### src/rtl/bwg_pkg.sv
package bwg_pkg;

   localparam int unsigned BWG_CNT_W = 3;

   typedef enum logic [1:0] {
      SPACE_IO    = 2'd0,
      SPACE_ROM   = 2'd1,
      SPACE_RAM   = 2'd2,
      SPACE_OTHER = 2'd3
   } bwg_space_e;

endpackage

### src/rtl/bwg_strobe.sv
module bwg_strobe #(
   parameter bit ALE_ACTIVE_HIGH = 1'b1
) (
   input  logic clk,
   input  logic rst_n,
   input  logic ale,
   output logic cyc_start
);

   logic ale_q;

   always_ff @(posedge clk or negedge rst_n) begin
      if (!rst_n) ale_q <= ~ALE_ACTIVE_HIGH;
      else        ale_q <= ale;
   end

   generate
      if (ALE_ACTIVE_HIGH) begin : g_high
         assign cyc_start = ale_q & ~ale;
      end else begin : g_low
         assign cyc_start = ~ale_q & ale;
      end
   endgenerate

   // a cycle start is a single-clock event
   p_start_single_r2: assert property (@(posedge clk) disable iff (!rst_n)
      cyc_start |=> !cyc_start);

endmodule

### src/rtl/bwg_count_sel.sv
module bwg_count_sel
   import bwg_pkg::*;
#(
   parameter int unsigned CNT_W     = BWG_CNT_W,
   parameter int unsigned ROM_WAITS = 2,
   parameter int unsigned RAM_WAITS = 1,
   parameter int unsigned IO_WAITS  = 0,
   parameter int unsigned DFLT_RST  = 3
) (
   input  logic             clk,
   input  logic             rst_n,
   input  logic             is_mem,
   input  logic             rd_n,
   input  logic             wr_n,
   input  logic             rom_sel,
   input  logic             ram_sel,
   input  logic             dflt_we,
   input  logic [CNT_W-1:0] dflt_din,
   output bwg_space_e       space,
   output logic [CNT_W-1:0] sel_cnt
);

   localparam logic [CNT_W-1:0] ROM_C  = CNT_W'(ROM_WAITS);
   localparam logic [CNT_W-1:0] RAM_C  = CNT_W'(RAM_WAITS);
   localparam logic [CNT_W-1:0] IO_C   = CNT_W'(IO_WAITS);
   localparam logic [CNT_W-1:0] DFLT_C = CNT_W'(DFLT_RST);

   logic [CNT_W-1:0] dflt_q;
   logic             is_write;

   assign is_write = ~wr_n & rd_n;

   always_ff @(posedge clk or negedge rst_n) begin
      if (!rst_n)       dflt_q <= DFLT_C;
      else if (dflt_we) dflt_q <= dflt_din;
   end

   always_comb begin
      if (!is_mem)      space = SPACE_IO;
      else if (rom_sel) space = SPACE_ROM;
      else if (ram_sel) space = SPACE_RAM;
      else              space = SPACE_OTHER;
   end

   always_comb begin
      unique case (space)
         SPACE_IO:    sel_cnt = IO_C;
         SPACE_ROM:   sel_cnt = is_write ? '0 : ROM_C;
         SPACE_RAM:   sel_cnt = RAM_C;
         default:     sel_cnt = dflt_q;
      endcase
   end

   // a write to the default register lands on the next edge
   p_dflt_load_r6: assert property (@(posedge clk) disable iff (!rst_n)
      dflt_we |=> dflt_q == $past(dflt_din));

endmodule

### src/rtl/bwg_counter.sv
module bwg_counter #(
   parameter int unsigned CNT_W = 3
) (
   input  logic             clk,
   input  logic             rst_n,
   input  logic             load,
   input  logic [CNT_W-1:0] load_val,
   output logic [CNT_W-1:0] remain,
   output logic             rdy
);

   localparam logic [CNT_W-1:0] ONE = CNT_W'(1);

   logic [CNT_W-1:0] cnt_q;

   always_ff @(posedge clk or negedge rst_n) begin
      if (!rst_n) begin
         cnt_q <= '0;
         rdy   <= 1'b1;
      end else if (load) begin
         cnt_q <= load_val;
         rdy   <= (load_val == '0);
      end else if (cnt_q != '0) begin
         cnt_q <= cnt_q - ONE;
         rdy   <= (cnt_q == ONE);
      end
   end

   assign remain = cnt_q;

   // count steps down by one per clock
   p_count_step_r8: assert property (@(posedge clk) disable iff (!rst_n)
      (!load && cnt_q != '0) |=> cnt_q == $past(cnt_q) - ONE);

   // no wrap below zero, ready stays high while idle
   p_no_underflow_r8: assert property (@(posedge clk) disable iff (!rst_n)
      (!load && cnt_q == '0) |=> (cnt_q == '0) && rdy);

   // ready is low while any wait is pending
   p_rdy_pending_r7: assert property (@(posedge clk) disable iff (!rst_n)
      (cnt_q != '0) |-> !rdy);

   // zero load keeps ready high
   p_zero_load_r7: assert property (@(posedge clk) disable iff (!rst_n)
      (load && load_val == '0) |=> rdy);

endmodule

### src/rtl/bus_wait_gen.sv
module bus_wait_gen
   import bwg_pkg::*;
#(
   parameter int unsigned CNT_W           = BWG_CNT_W,
   parameter int unsigned ROM_WAITS       = 2,
   parameter int unsigned RAM_WAITS       = 1,
   parameter int unsigned IO_WAITS        = 0,
   parameter int unsigned DFLT_RST        = 3,
   parameter bit          ALE_ACTIVE_HIGH = 1'b1
) (
   input  logic             clk,
   input  logic             rst_n,
   input  logic             ale,
   input  logic             is_mem,
   input  logic             rd_n,
   input  logic             wr_n,
   input  logic             rom_sel,
   input  logic             ram_sel,
   input  logic             dflt_we,
   input  logic [CNT_W-1:0] dflt_din,
   output logic             rdy
);

   localparam int unsigned MAX_WAITS = (1 << CNT_W) - 1;

   initial begin
      p_cfg_width_r10: assert (CNT_W >= 1 && CNT_W <= 8)
         else $error("CNT_W out of range");
      p_cfg_counts_r10: assert (ROM_WAITS <= MAX_WAITS && RAM_WAITS <= MAX_WAITS &&
                                IO_WAITS <= MAX_WAITS && DFLT_RST <= MAX_WAITS)
         else $error("wait count exceeds counter range");
   end

   logic             cyc_start;
   bwg_space_e       space;
   logic [CNT_W-1:0] sel_cnt;
   logic [CNT_W-1:0] remain;

   bwg_strobe #(.ALE_ACTIVE_HIGH(ALE_ACTIVE_HIGH)) u_strobe (
      .clk       (clk),
      .rst_n     (rst_n),
      .ale       (ale),
      .cyc_start (cyc_start)
   );

   bwg_count_sel #(
      .CNT_W     (CNT_W),
      .ROM_WAITS (ROM_WAITS),
      .RAM_WAITS (RAM_WAITS),
      .IO_WAITS  (IO_WAITS),
      .DFLT_RST  (DFLT_RST)
   ) u_sel (
      .clk      (clk),
      .rst_n    (rst_n),
      .is_mem   (is_mem),
      .rd_n     (rd_n),
      .wr_n     (wr_n),
      .rom_sel  (rom_sel),
      .ram_sel  (ram_sel),
      .dflt_we  (dflt_we),
      .dflt_din (dflt_din),
      .space    (space),
      .sel_cnt  (sel_cnt)
   );

   bwg_counter #(.CNT_W(CNT_W)) u_cnt (
      .clk      (clk),
      .rst_n    (rst_n),
      .load     (cyc_start),
      .load_val (sel_cnt),
      .remain   (remain),
      .rdy      (rdy)
   );

   // ROM read loads the ROM wait count
   p_rom_read_r3: assert property (@(posedge clk) disable iff (!rst_n)
      (cyc_start && is_mem && rom_sel && wr_n && !rd_n) |=> remain == CNT_W'(ROM_WAITS));

   // RAM access loads the RAM wait count
   p_ram_access_r4: assert property (@(posedge clk) disable iff (!rst_n)
      (cyc_start && is_mem && ram_sel && !rom_sel) |=> remain == CNT_W'(RAM_WAITS));

   // I/O space loads the I/O wait count
   p_io_cycle_r5: assert property (@(posedge clk) disable iff (!rst_n)
      (cyc_start && !is_mem) |=> remain == CNT_W'(IO_WAITS));

   // ROM write inserts nothing
   p_rom_write_r9: assert property (@(posedge clk) disable iff (!rst_n)
      (cyc_start && is_mem && rom_sel && !wr_n && rd_n) |=> rdy);

   // ready only falls at a cycle start
   p_fall_at_start_r2: assert property (@(posedge clk) disable iff (!rst_n)
      (rdy && !cyc_start) |=> rdy);

   // the region encoding stays legal
   p_space_known_r1: assert property (@(posedge clk) disable iff (!rst_n)
      !$isunknown(space));

endmodule

### config.mk
export PLATFORM = sky130hd
export DESIGN_NAME = bus_wait_gen
export DESIGN_NICKNAME = d
export VERILOG_FILES = /design/src/rtl/bwg_pkg.sv /design/src/rtl/bwg_strobe.sv /design/src/rtl/bwg_count_sel.sv /design/src/rtl/bwg_counter.sv /design/src/rtl/bus_wait_gen.sv
export SDC_FILE = /design/constraint.sdc
export NUM_CORES = 1
export LEC_CHECK = 0
export CAP_MARGIN = 20
export CORE_AREA = 2 2 39 41
export CTS_CLUSTER_DIAMETER = 150
export DETAILED_ROUTE_END_ITERATION = 6
export DIE_AREA = 0 0 41 43
export SLEW_MARGIN = 25
export SYNTH_ARGS = -nofsm -noshare
export SYNTH_HDL_FRONTEND = slang
export SYNTH_SLANG_ARGS = --single-unit
### constraint.sdc
create_clock -name clk -period 1.6 [get_ports clk]
set_clock_uncertainty 0.15 [all_clocks]
set_input_delay 0.24 -clock clk [delete_from_list [all_inputs] [get_ports clk]]
set_output_delay 0.24 -clock clk [all_outputs]
set_load 0.05 [all_outputs]
==> run_results.csv, run 1 <==
group,metric,value,unit
outcome,status,"finished clean",
place,portBuffers,12,
drt,vias_per_cell,4.46,
worst_setup_path,critical_path.top_delay_family,"flip-flops",
power,power_density,1470,nW/µm²
worst_setup_path,cp_slowest_stage_delay,0.40,ns
timing,worst_slew_pin_slew,0.342,ns
timing,grt_setup_unrepaired,"false",
synth,synth.cell_area,439,µm²
synth,yosysWarnings,0,
floorplan,core,1380,µm²
timing,fin_setup_tns,0,ns
timing,fin_crit_sh,95.3,%
finish,final_util,44.5,%
synth,synth_commonest_cells,"5 x dfrtp_1, 4 x mux2_2",
finish,antenna_cells,0,
cts,cts_root_buffer,"clkbuf_4",
timing,hold_viol,0,
finish,drive_gt1_share,27.5,%
place,hpwlAfterDp,558,µm
timing,drv_slew,0,
floorplan,die_area,1760,µm²
cts,clkTransAtPathRegs,0.06,ns
drt,wire_per_inst,9.97,µm
timing,holdWs,0.107,ns
floorplan,initial_core_util,31.7,%
worst_setup_path,required,1.63,ns
worst_setup_path,worstPathArrival,1.55,ns
worst_setup_path,critPathCaptureType,"flip-flop",
worst_setup_path,crit_buf_inv,1,
worst_setup_path,cp_cell_sequence,"inv_1, ha_1, mux2_2, a32o_1",
timing,finalCriticalPeriod,1.52,ns
cts,postCtsSetupRepairBufs,0,
finish,final_net_count,67,
worst_setup_path,cp_max_fo,3,
worst_setup_path,crit_type,"flip-flop to flip-flop",
synth,synth_area_leaders,"dfrtp_1 28%, dfstp_2 18%, mux2_2 10%",
global_routing,grt.overflow.total,0,
worst_setup_path,cp-start-kind,"flip-flop",
power,p_leak,0.266,nW
synth,yosysMostFrequentCell,"dfrtp_1",
drt,drt-pass1-iter-count,1,
timing,worst_slack,0.0758,ns
flow_run,cap_violations,0,
timing,fmax,0.656,GHz
floorplan,placementRows,14,
cts,cts_hold_buf,0,
synth,yosysTopAreaCellShare,28.5,%
cts,clock_sinks,8,
cts,clkLatencyLatePin,0.25,ns
place,gp_congestion,0.708,
synth,synth_edf_count,0,
synth,synth_seq_area_share,46.4,%
global_routing,grtUsageTotal,11.3,%
synth,synth.net_count,50,
global_routing,grt_pass1_wl,1.26,mm
synth,synth_cell_types,19,
drt,drt_iter0_drc,0,
cts,cts_resized,0,
power,peakVddDrop,568,µV
synth,synthFlopType,"dfrtp_1",
synth,syn_inst,35,
global_routing,antenna_found_initial,0,
drt,routed_wl,668,µm
drt,route.vias.total,299,
place,placed_area,589,µm²
finish,area_delta_synth_final,40.2,%
cts,cts_tree,"done",
global_routing,grt_max_degree,9,
cts,clk_path_buf_depth,2,
timing,setup_violations,0,
synth,yosysTopAreaCell,"dfrtp_1",
synth,synthArstFlopShare,100,%
cts,numCtsBuffers,3,
floorplan,die_w,41,µm
finish,final_cell_area,616,µm²
floorplan,io_pins,13,
drt,ant_nets,0,
worst_setup_path,crit_slowest_cell,"dfrtp_1",
global_routing,grt_pass1_vias,318,
synth,yosys_register_bits,8,
timing,relSlewSlack,77.1,%
floorplan,die_h,43,µm
drt,remaining_drc_errors,0,
synth,syn_area_per_cell,12.5,µm²
hold_path,hold_class,"input port to asynchronous set/reset pin",
cts,cts_max_level,1,
place,place_ws,0.0722,ns
area by class of cell:
class	instances	area [µm²]
Timing Repair Buffer	12	130
Inverter	3	11.3
Tap cell	16	20.0
Sequential cell	8	204
Fill cell	139	768
Multi-Input combinational cell	24	224
Clock buffer	4	26.3
routing by layer:
layer / share of wire, % / track usage [%] / vias up
met2: 51 / 15.3 / 8
li1: - / - / 154
met5: 0 / 0 / -
met4: 1.2 / 12.0 / 0
met1: 42 / 12.7 / 135
met3: 4.9 / 3.14 / 2
worst reg2reg max path, cell delays in order (launching register included):
cell and delay, ns:
dfrtp_1 0.40, inv_1 0.09, ha_1 0.25, mux2_2 0.36
a32o_1 0.20
cell families after synthesis:
family,after synthesis,share of synthesized area [%]
buffers and inverters,3,2.56
adders and majority gates,3,8.55
muxes,8,21.4
xor gates and xnor gates,1,1.99
DFF,8,46.4
AOI/OAI and AO/OA,5,7.69
and+or+nand+nor,7,11.4
power breakdown:
part           internal, mW  leakage [nW]  total [mW]  switching (mW)
Clock                0.0955        0.0150       0.165          0.0696
Combinational         0.247         0.161       0.425           0.179
Sequential            0.272        0.0907       0.313          0.0410
Total                 0.615         0.266       0.904           0.289
state kept, by name (all words and copies together), names as in the netlist:
signal / count
u_sel.dflt_q: 3
u_cnt.rdy: 1
u_cnt.remain: 3
u_strobe.ale_q: 1
cell usage in the layout, fill, tap and decap left out:
master and n:
o21ai_0 1, clkbuf_1 1, clkbuf_4 3, inv_1 3
a31oi_1 1, a32o_1 1, mux2_4 1, a21oi_1 1
buf_12 1, mux2_2 4, nand2b_1 1, nand2b_4 1
ha_1 3, nor2b_1 3, clkdlybuf4s50_1 11, dfstp_2 3
mux2i_2 1, dfrtp_1 5, nand3b_1 1, xnor2_1 1
nor2_1 1, o211ai_1 1, mux2i_1 2
worst paths after layout:
check,slack (ns),end,cells after the start,start
max in group asynchronous,0.90,u_cnt.rdy,1,rst_n
worst min register to register,0.36,u_sel.dflt_q[2],1,u_sel.dflt_q[2]
worst min-delay path,0.11,u_sel.dflt_q[2],1,rst_n
worst max-delay path,0.08,u_cnt.rdy,4,u_cnt.remain[0]
min in group clk,0.30,u_strobe.ale_q,1,ale
worst max register to register,0.08,u_cnt.rdy,4,u_cnt.remain[0]
through the flow:
stage	instances	power [mW]
2_1_floorplan	35	0.625
3_3_place_gp	63	0.758
3_5_place_dp	63	0.752
4_1_cts	67	0.926
5_1_grt	67	0.986
6_report	67	0.904
(Power assumes the default switching activity.)
==> run 2: changes to the inputs <==
--- a/config.mk
+++ b/config.mk
@@ -10,6 +10,7 @@
 export CTS_CLUSTER_DIAMETER = 150
 export DETAILED_ROUTE_END_ITERATION = 6
 export DIE_AREA = 0 0 41 43
+export SKIP_CTS_REPAIR_TIMING = 1
 export SLEW_MARGIN = 25
 export SYNTH_ARGS = -nofsm -noshare
 export SYNTH_HDL_FRONTEND = slang
==> results of run 2 <==
The final DEF is identical to that of run 1; final timing and power are the same.
